### config.mk
export PLATFORM = sky130hd
export DESIGN_NAME = pid_inserter
export DESIGN_NICKNAME = d
export VERILOG_FILES = /design/src/rtl/pid_inserter.sv
export SDC_FILE = /design/constraint.sdc
export NUM_CORES = 1
export LEC_CHECK = 0
export BUFFER_PORTS_ARGS = -buffer_cell sky130_fd_sc_hd__buf_2
export CORE_UTILIZATION = 25
export DETAILED_ROUTE_END_ITERATION = 6
export SYNTH_ARGS = -nofsm -noshare
export SYNTH_HDL_FRONTEND = slang
export SYNTH_SLANG_ARGS = --single-unit
### constraint.sdc
create_clock -name clk -period 4.8 [get_ports clk]
set_clock_uncertainty 0.15 [all_clocks]
set_input_delay 0.24 -clock clk [delete_from_list [all_inputs] [get_ports clk]]
set_output_delay 0.24 -clock clk [all_outputs]
set_load 0.1 [all_outputs]
### src/rtl/pid_inserter.sv
module pid_inserter #(
  parameter int LINE_W = 11,
  parameter int DIST_W = 12
) (
  input  logic              clk,
  input  logic              rst_n,
  input  logic [9:0]        vid_in,
  input  logic              sd_mode,
  input  logic [LINE_W-1:0] line_num,
  input  logic              field2,
  input  logic              eav_last,
  input  logic              crc_last,
  input  logic              sav_first,
  input  logic [DIST_W-1:0] sav_dist,
  input  logic [15:0]       pid_lo,
  input  logic [15:0]       pid_hi,
  input  logic [LINE_W-1:0] line_f1,
  input  logic [LINE_W-1:0] line_f2,
  input  logic              ins_off,
  output logic [9:0]        vid_out
);
  localparam int PKT_LEN = 11;
  localparam int HDR_LAST = 5;

  typedef enum logic [2:0] {S_IDLE, S_SCAN, S_HDR, S_SKIP, S_INS} st_t;
  st_t st;
  logic [7:0] cnt;

  function automatic logic [9:0] pword(input logic [7:0] b);
    return {~(^b), ^b, b};
  endfunction

  logic [9:0] pkt [PKT_LEN];
  logic [8:0] sum;
  always_comb begin
    pkt[0] = 10'h000;
    pkt[1] = 10'h3FF;
    pkt[2] = 10'h3FF;
    pkt[3] = 10'h241;
    pkt[4] = 10'h101;
    pkt[5] = 10'h104;
    pkt[6] = pword(pid_lo[7:0]);
    pkt[7] = pword(pid_lo[15:8]);
    pkt[8] = pword(pid_hi[7:0]);
    pkt[9] = pword(pid_hi[15:8]);
    sum = '0;
    for (int i = 3; i < PKT_LEN - 1; i++) sum = sum + pkt[i][8:0];
    pkt[PKT_LEN-1] = {~sum[8], sum};
  end

  wire anchor   = sd_mode ? eav_last : crc_last;
  wire psf      = pid_lo[14] & ~pid_lo[15];
  wire line_hit = (field2 && !psf) ? (line_num == line_f2) : (line_num == line_f1);
  wire enabled  = !ins_off && ((|pid_lo) || (|pid_hi));
  wire room     = sav_dist >= DIST_W'(PKT_LEN);
  wire free     = (st == S_SCAN) && (vid_in != 10'h000);
  wire start    = free && enabled && line_hit && room;
  wire ins_now  = start || (st == S_INS);
  wire [3:0] idx = (st == S_INS) ? cnt[3:0] : 4'd0;

  always_ff @(posedge clk or negedge rst_n) begin
    if (!rst_n) begin
      st      <= S_IDLE;
      cnt     <= '0;
      vid_out <= '0;
    end else begin
      vid_out <= ins_now ? pkt[idx] : vid_in;
      case (st)
        S_IDLE: if (anchor) st <= S_SCAN;
        S_SCAN: begin
          if (sav_first) st <= S_IDLE;
          else if (vid_in == 10'h000) begin
            st  <= S_HDR;
            cnt <= 8'd1;
          end else if (start) begin
            st  <= S_INS;
            cnt <= 8'd1;
          end else st <= S_IDLE;
        end
        S_HDR: begin
          if (sav_first) st <= S_IDLE;
          else if (cnt == 8'(HDR_LAST)) begin
            st  <= S_SKIP;
            cnt <= vid_in[7:0];
          end else cnt <= cnt + 8'd1;
        end
        S_SKIP: begin
          if (sav_first) st <= S_IDLE;
          else if (cnt == 8'd0) st <= S_SCAN;
          else cnt <= cnt - 8'd1;
        end
        S_INS: begin
          if (cnt == 8'(PKT_LEN - 1)) st <= S_IDLE;
          else cnt <= cnt + 8'd1;
        end
        default: st <= S_IDLE;
      endcase
    end
  end
endmodule


==> impl.org, run 1 <==
** Yosys
- Sequential-to-total area share from yosys stat :: 0.150
- In the synthesized netlist the dominant register cell turns out to be dfrtp_1.
- Total standard cell area after synthesis :: around 3500 sq um
- After synthesis the netlist holds a flip-flop and latch count of 21.
- Synth cell types :: 56
- For this run, asynchronously set or reset flops after synthesis account for 1.00.
- In this run, synthesis inferred 0 flip-flops with an integrated enable.
- A synthesized cell averages roughly 8.2 sq um.
- Number of synthesis warnings :: 0
- The number of nets handed over by synthesis was approximately 570.
- Synthesized instance count :: between 400 and 500

** Hold path
- In this run the worst hold path is classified as primary input to flop.

** Timing
- Pin slew with the least headroom to its limit :: 0.828 ns
- The count of pins over their slew limit came to 0.
- Unrepaired setup endpoints after global routing :: no
- Setup violations remaining at the end of the flow were counted as 0.
- The count of endpoints failing hold in the final timing report was 0.
- For the final routed database, the setup TNS stands at 0 ns.
- Max Clk Rate :: ~270 MHz
- Max_slew headroom :: 0.448
- Worst hold slack after final layout :: about 0.08 ns
- Final Critical Period :: ~3.8 ns
- Of the available clock period, the critical path in the final layout requires 0.784.

** Floorplanning
- The floorplan step set the die width to between 100 and 150 um.
- The initial utilization of the core area, before any placement, comes to 0.261.
- The floorplan step defined a core boundary enclosing 13500 sq um.
- Number of cell rows :: 42
- The floorplan step defined a die boundary enclosing 14500 sq um.
- The die is approximately 120 um tall.
- In this run the count of I/O pins placed on the die edge is ~110.

** Power and ir drop
- Of the total power, the clock network draws 0.173.
- P_leak :: roughly 2 nW
- Portion of total power attributed to sequential cells :: 0.215
- Part of the power in combinational logic :: 0.611
- In this run the power density over the cells is roughly 250 nW/um^2.
- Cell internal power was estimated by the tool at ~0.00060 W.
- Switch Pwr :: about 0.00046 W
- Fraction of power spent switching nets :: 0.434
- Largest vdd supply drop :: about 0.00012 V

** Setup path
- Worst reg-to-reg setup slack :: 1.54 ns
- In this run the worst setup path begins at pid_lo[2].
- In this run the worst setup path terminates at vid_out[8].
- Kind of critical path :: primary input to flop
- Worst reg2reg path startpoint :: cnt[1]
- Measured in cells, the most critical reg-to-reg path has a length of 9.
- Critical Path AT :: 3.76 ns
- The worst register-to-register path ends at cnt[7].
- Element type at the critical path end :: flop
- For the worst setup path, the data required time is 4.80 ns.
- Setup crit start kind :: primary input
- In this run the worst path has a maximum fanout of 3.

** Routing
- DR vias/cell :: 5.10
- Drt pass-1 iters :: 7
- Remaining DRCs :: 0
- Drt first-iter violations :: 213
- Vias after detailed routing :: 3544
- Dividing the detail-routed wire length by the instance count gives around 17 um.
- Drt total wl :: about 12000 um
- Post-route ant nets :: 0

** Flow run
- Max-cap violations in this run came to 0.

** Finish
- Area growth syn-to-layout :: 22.1%
- Most frequent cells in the layout :: buf_2, inv_1, ha_1, xnor2_1, a21oi_1
- Of the cells placed in the final design, the portion with a size suffix greater than 1 is 0.251.
- The net count of the finished layout is 667.
- Leaving out fill and tap cells, the most frequent cell in the layout is buf_2.

** Global routing
- The via count of the first global-routing pass is between 3000 and 4000.
- Global-route wire length before repair :: between 15000 and 20000 um
- The initial antenna violation count is 2.
- In the global route stage, overall resource usage came out at 0.161.
- Global routing finished with a remaining overflow of 0.
- Largest net degree at the start of global routing :: 22

** CTS
- Clk root buf :: clkbuf_16
- Source-to-sink clock delay at the later pin of the worst-skew pair :: 0.26 ns
- Clock-pin slew of the registers on the worst-case setup and hold paths :: around 0.06 ns
- TritonCTS built the clock tree.
- Clock net sink count :: 21
- TritonCTS Buffers :: 3
- Maximum root-to-sink buffer count :: 2
- CTS built an H-tree with a depth of 1.

** Place
- The congestion estimate from routability-driven global placement came to between 0.8 and 0.9.
- # port buffers :: 104
- Post-detailed-placement half-perimeter wirelength :: 9620 um

** Outcome
- Outcome :: complete, no violations
-- cell type report --
| cell class | instances | area (sq um) |
|---|---|---|
| Timing Repair Buffer | 107 | 546 |
| Clock inverter | 1 | 5.00 |
| Inverter | 58 | 218 |
| Sequential cell | 21 | 526 |
| Multi-Input combinational cell | 328 | 2690 |
| Tap cell | 176 | 220 |
| Antenna cell | 1 | 2.50 |
| Fill cell | 1467 | 9170 |
| Clock buffer | 3 | 75.1 |
-- how the worst min path moves through the flow --
stage                   start      to  slack [ns]  cells after the start
floorplan               rst_n  cnt[0]       -0.21                      0
global placement        rst_n   st[0]        0.09                      1
detailed placement      rst_n   st[2]        0.09                      1
CTS                 sav_first   st[2]        0.08                      2
global route        sav_first   st[2]        0.10                      2
finish              sav_first   st[2]        0.08                      2
-- cells in the mapped netlist, types with 2 or more instances --
| library cell | n | area share |
|---|---|---|
| inv_1 | 56 | 0.060 |
| ha_1 | 37 | 0.13 |
| a21oi_1 | 31 | 0.044 |
| xnor2_1 | 31 | 0.077 |
| o21ai_0 | 24 | 0.034 |
| nor2_1 | 22 | 0.024 |
| dfrtp_1 | 21 | 0.15 |
| nand2_1 | 19 | 0.020 |
| clkbuf_1 | 17 | 0.018 |
| fa_1 | 16 | 0.091 |
| mux2i_1 | 16 | 0.046 |
| nor3_1 | 15 | 0.021 |
| o221ai_1 | 15 | 0.037 |
| nand3_1 | 11 | 0.016 |
| mux2_2 | 9 | 0.029 |
| nor2b_1 | 8 | 0.014 |
| nor4_1 | 7 | 0.012 |
| a21o_1 | 5 | 0.011 |
| a31oi_1 | 4 | 0.0071 |
| nand4_1 | 4 | 0.0071 |
| o22ai_1 | 4 | 0.0071 |
| xor2_1 | 4 | 0.010 |
| a211oi_1 | 3 | 0.0064 |
| nand2b_1 | 3 | 0.0054 |
| nor4_2 | 3 | 0.011 |
| a221oi_1 | 2 | 0.0050 |
| a22o_1 | 2 | 0.0050 |
| a22oi_1 | 2 | 0.0043 |
| a41oi_1 | 2 | 0.0050 |
| and2_1 | 2 | 0.0036 |
| clkinv_1 | 2 | 0.0021 |
| nand3b_1 | 2 | 0.0043 |
| o21bai_1 | 2 | 0.0043 |
| o31ai_1 | 2 | 0.0043 |
-- repair_timing --
item / 4_1_cts / 5_1_grt
hold buffers: 1 / 0
gates resized for setup: 0 / 0
endpoints found under the hold margin: 21 / 0
buffers inserted: 0 / 0
-- kinds of logic (layout without fill, tap and decap cells) --
| logic type | after synthesis | count (layout) | share of synthesized area |
|---|---|---|---|
| other cells | 0 | 1 | 0 |
| simple gates | 108 | 108 | 0.170 |
| xor+xnor | 37 | 37 | 0.101 |
| fa+ha+maj | 53 | 53 | 0.223 |
| buf+inv | 76 | 169 | 0.0835 |
| compound gates | 104 | 104 | 0.194 |
| flops | 21 | 21 | 0.150 |
| mux | 26 | 26 | 0.0789 |
-- through the flow --
stage / instance area (sq um) / power [W] / setup WS [ns] / util / instances
floorplan: 3510 / 0.000703 / 1.08 / - / 425
global placement: 4190 / 0.000859 / 0.814 / 0.311 / 689
detailed placement: 4190 / 0.000874 / 0.769 / 0.311 / 689
CTS: 4280 / 0.00106 / 1.03 / 0.318 / 694
global route: 4280 / 0.00113 / 0.852 / 0.318 / 694
finish: 4280 / 0.00106 / 1.04 / 0.318 / 695
-- sequential cells by signal (all words and copies together) (netlist names) --
| name | flops |
|---|---|
| st | 3 |
| vid_out | 10 |
| cnt | 8 |
-- power by group through the flow --
stage	Sequential [W]	Clock [W]	Combinational, W
floorplan	0.000233	0	0.000470
global placement	0.000229	0	0.000629
detailed placement	0.000230	0	0.000644
CTS	0.000227	0.000186	0.000648
global route	0.000232	0.000190	0.000712
finish	0.000228	0.000184	0.000647
-- critical path, cell delays in order --
cell and delay (ns):
buf_2 0.09, inv_1 0.05, ha_1 0.27, inv_1 0.05, fa_1 0.52, fa_1 0.43, ha_1 0.24, fa_1 0.43
a211oi_1 0.25, o21bai_1 0.12, a21oi_1 0.19, xor3_1 0.44, nor2_1 0.09, o21ai_0 0.08, mux2_2 0.27
-- metal layers --
| layer | vias to the layer above | global-route usage | share of wire |
|---|---|---|---|
| li1 | 1695 | - | - |
| met1 | 1668 | 0.190 | 0.40 |
| met2 | 151 | 0.291 | 0.49 |
| met3 | 28 | 0.0193 | 0.066 |
| met4 | 2 | 0.0725 | 0.039 |
| met5 | - | 0 | 0.00069 |
Power figures use the tool's default switching activity.
==> run 2: changes to the inputs <==
==> constraint.sdc (replaced) <==
create_clock -name clk -period 3.1 [get_ports clk]
set_clock_uncertainty 0.15 [all_clocks]
set_input_delay 0.155 -clock clk [delete_from_list [all_inputs] [get_ports clk]]
set_output_delay 0.155 -clock clk [all_outputs]
set_load 0.1 [all_outputs]
==> run 2 against run 1 <==
Cell count up 8.2%. The flow now finishes with violations (setup timing). Setup slack worse by 1.2 ns. Critical path type unchanged. Via count rose by 8.6%. Sequential cell count is the same. Wire length increased by 4.3%. Sequential share of layout area shrank 1.7 points. Largest cell class unchanged. Clock power increased by 51%. Die area is the same. Critical path depth stayed put. Utilization grew 5.1 points. Non-clock buffer count increased by 58.
==> impl.org, run 2 (same netlist as run 1, synthesis figures left out) <==
** Routing
- Drt pass-1 iters :: 5 (-2)
- The number of vias per cell came to 5.12 (+0.35%).
- The routed wire length was 12000 um (+4.3%).
- Routed len/inst :: 16.0 um (-3.6%)
- Post-route ant nets :: 0 (unchanged)
- Drt first-iter violations :: 341 (+60%)
- The number of remaining DRC errors came to 0 (unchanged).
- Vias after detailed routing :: 3848 (+8.6%)

** Setup path
- In this design, the largest share of critical-path delay is due to adder cells.
- Critical path data required time :: 3.09 ns (-1.71 ns)
- Worst path cell trace :: buf_8 -> inv_6 -> ha_4 -> inv_2 -> fa_1 -> fa_1 -> ha_2 -> fa_2 -> a211oi_2 -> o21bai_2 -> a21oi_2 -> xor3_1 -> nor2_1 -> o21ai_1 -> mux2_4
- Among all stages on the critical path, the largest delay is contributed by fa_1.
- Number of buffers and inverters on the critical path :: 3 (unchanged)
- Destination of the worst register-to-register timing path :: vid_out[9]
- CP dominant cell by count :: fa_1
- The worst setup path is launched from a primary input.
- The depth of the worst register-to-register path was 6 (-3).
- The data arrival time of the critical path is 3.24 ns (-0.52 ns).
- The worst setup path is of the primary input to flop kind.
- Worst reg2reg path startpoint :: st[0]
- The delay of the slowest cell on the worst path is 0.52 ns (about the same).
- The worst setup path is captured at a flop.
- The minimum setup slack among reg-to-reg paths is 0.42 ns (-1.12 ns).
- The highest fanout seen on the critical path came to 2 (-1).

** CTS
- Clock tree synthesis selected as its root buffer the cell clkbuf_16.
- TritonCTS built the clock tree.
- The depth of the CTS H-tree was 1 (unchanged).
- Source-to-sink clock delay at the later pin of the worst-skew pair :: 0.25 ns (about the same)
- The clock net sink count was 21 (unchanged).
- Clock-pin slew of the registers on the worst-case setup and hold paths :: 0.06 ns (about the same)
- The number of clock buffers inserted by TritonCTS is 3 (unchanged).
- The clock tree buffer depth came to 2 (unchanged).

** Finish
- Fraction of layout instances using a drive strength above 1 :: 0.396 (+0.145)
- The flip-flop count of the largest register, all copies and words added is 10 (unchanged).
- Non-Filler Cell Area, Final :: 4970 sq um (+16%)
- Core occupancy in the finished layout :: 0.369 (+0.0512)
- Most frequent cells in the layout :: buf_2, buf_4, inv_1, xnor2_1, ha_1
- Footprint of the multi-input gates :: 2870 sq um (+6.9%)
- Most frequent standard cell in the layout excluding fill and tap cells :: buf_2
- Fillers :: 1392 (-5.1%)
- Largest reg by FF count :: vid_out
- The number of nets in the final layout was 725 (+8.7%).
- The largest registers in the layout are vid_out x10, cnt x8, st x3.
- The area used by sequential logic in the layout is 526 sq um (unchanged).
- Ant. Diodes :: 0 (-1)
- Area growth syn-to-layout :: 41.7%

** Floorplanning
- The core outline area came to 13500 sq um (unchanged).
- Die Height :: 120 um (unchanged)
- The starting density of the core was 0.261 (unchanged).
- Boundary pin count :: 105 (unchanged)
- The number of cell rows came to 42 (unchanged).
- The x dimension of the die is 120 um (unchanged).
- The floorplan die area was 14500 sq um (unchanged).

** Timing
- The final worst setup slack came to -0.156 ns (-1.19 ns).
- Fin crit share :: 1.05
- After layout, the minimum clock period comes to ~3.3 ns.
- Setup repair after global routing could not meet its margin everywhere.
- The setup violation total in the final timing report came to 3 (+3).
- Slew Viols, Final :: 0 (unchanged)
- The worst relative slew slack was 0.655 (+0.207).
- The slew at the pin closest to its max-slew limit was 0.517 ns (-0.311 ns).
- Timing would allow up to 307 MHz.
- Number of hold violations in the final report :: 0 (unchanged)

** Hold path
- The tightest min-delay check is of the primary input to flop type.
- The depth of the worst hold-timing path is 2 (unchanged).
- In this run the most critical hold path is launched from sav_first.
- Hold endpoint :: st[1]

** Place
- # port buffers :: 104 (unchanged)
- Area of placed instances :: 4620 sq um (+10%)
- The weighted congestion reported at the end of routability-driven placement is 0.923 (+3.9%).
- The HPWL reported at the end of detailed placement came to 9920 um (+3.1%).

** Global routing
- The first-pass GRT wire length came to 19200 um (+5.2%).
- The initial antenna violation count came to 0 (-2).
- Via count of the first global-routing pass :: 3916 (+6.9%)
- Total global routing overflow :: 0 (unchanged)
- The pin count of the biggest net entering global routing came to 22 (unchanged).
- Global-route usage over all layers :: 0.167 (+0.00608)

** Power and ir drop
- P_leak :: 2.29 nW (+15%)
- The worst vdd rail ir drop came to 0.000254 V (+120%).
- Power density normalized to cell area :: 407 nW/um^2 (+65%)

** Flow run
- Max-capacitance violation count :: 0 (unchanged)

** Outcome
- Outcome :: finished with violations
- Failing checks :: setup timing
==> run 2: layout make-up <==
| cell class | count | area share |
|---|---|---|
| Clock buffer | 3 | 0.0151 |
| Clock inverter | 1 | 0.00101 |
| Inverter | 58 | 0.0468 |
| Multi-Input combinational cell | 328 | 0.578 |
| Sequential cell | 21 | 0.106 |
| Tap cell | 176 | 0.0443 |
| Timing Repair Buffer | 165 | 0.209 |
==> run 2: power breakdown <==
group	switching (W)	internal (W)	leakage (nW)
Sequential	0.0000403	0.000293	0.263
Clock	0.000104	0.000173	0.0409
Combinational	0.000685	0.000727	1.99
Total	0.000830	0.00119	2.29
==> run 2: repair_timing <==
item,in CTS,in global routing
pin swaps,12,24
hold buffers,1,0
buffers inserted,3,2
hold endpoints to repair,21,0
endpoints found under the setup margin,6,5
gates resized for setup,27,32
==> run 2: worst max path at each step <==
stage / from / endpoint / slack (ns) / cells after the start
4_1_cts: pid_lo[2] / vid_out[8] / -0.13 / 15
2_1_floorplan: pid_lo[10] / vid_out[8] / -0.18 / 14
6_report: pid_lo[2] / vid_out[8] / -0.16 / 15
3_3_place_gp: pid_lo[2] / vid_out[8] / -0.47 / 15
3_5_place_dp: pid_lo[2] / vid_out[8] / -0.53 / 15
5_1_grt: pid_lo[2] / vid_out[8] / -0.29 / 15
==> run 2: stage by stage <==
step | setup WS (ns) | hold WS (ns) | instances | total power [W] | TNS [ns]
after floorplan | -0.176 | -0.291 | 425 | 0.00110 | -0.176
after global placement | -0.472 | 0.00470 | 742 | 0.00151 | -2.29
after detailed placement | -0.529 | 0.0109 | 742 | 0.00154 | -2.50
after CTS | -0.134 | 0.000645 | 750 | 0.00191 | -0.197
after global routing | -0.291 | 0.0161 | 752 | 0.00218 | -0.738
final | -0.156 | 0.00344 | 752 | 0.00202 | -0.295
==> run 2: per-layer routing <==
| metal | track usage | part of all wire | up-vias | wire [um] |
|---|---|---|---|---|
| li1 | - | - | 1816 | - |
| met3 | 0.0222 | 0.062 | 39 | 751 |
| met5 | 0 | 0 | - | 0 |
| met1 | 0.196 | 0.38 | 1825 | 4620 |
| met4 | 0.0571 | 0.041 | 0 | 493 |
| met2 | 0.310 | 0.51 | 168 | 6160 |
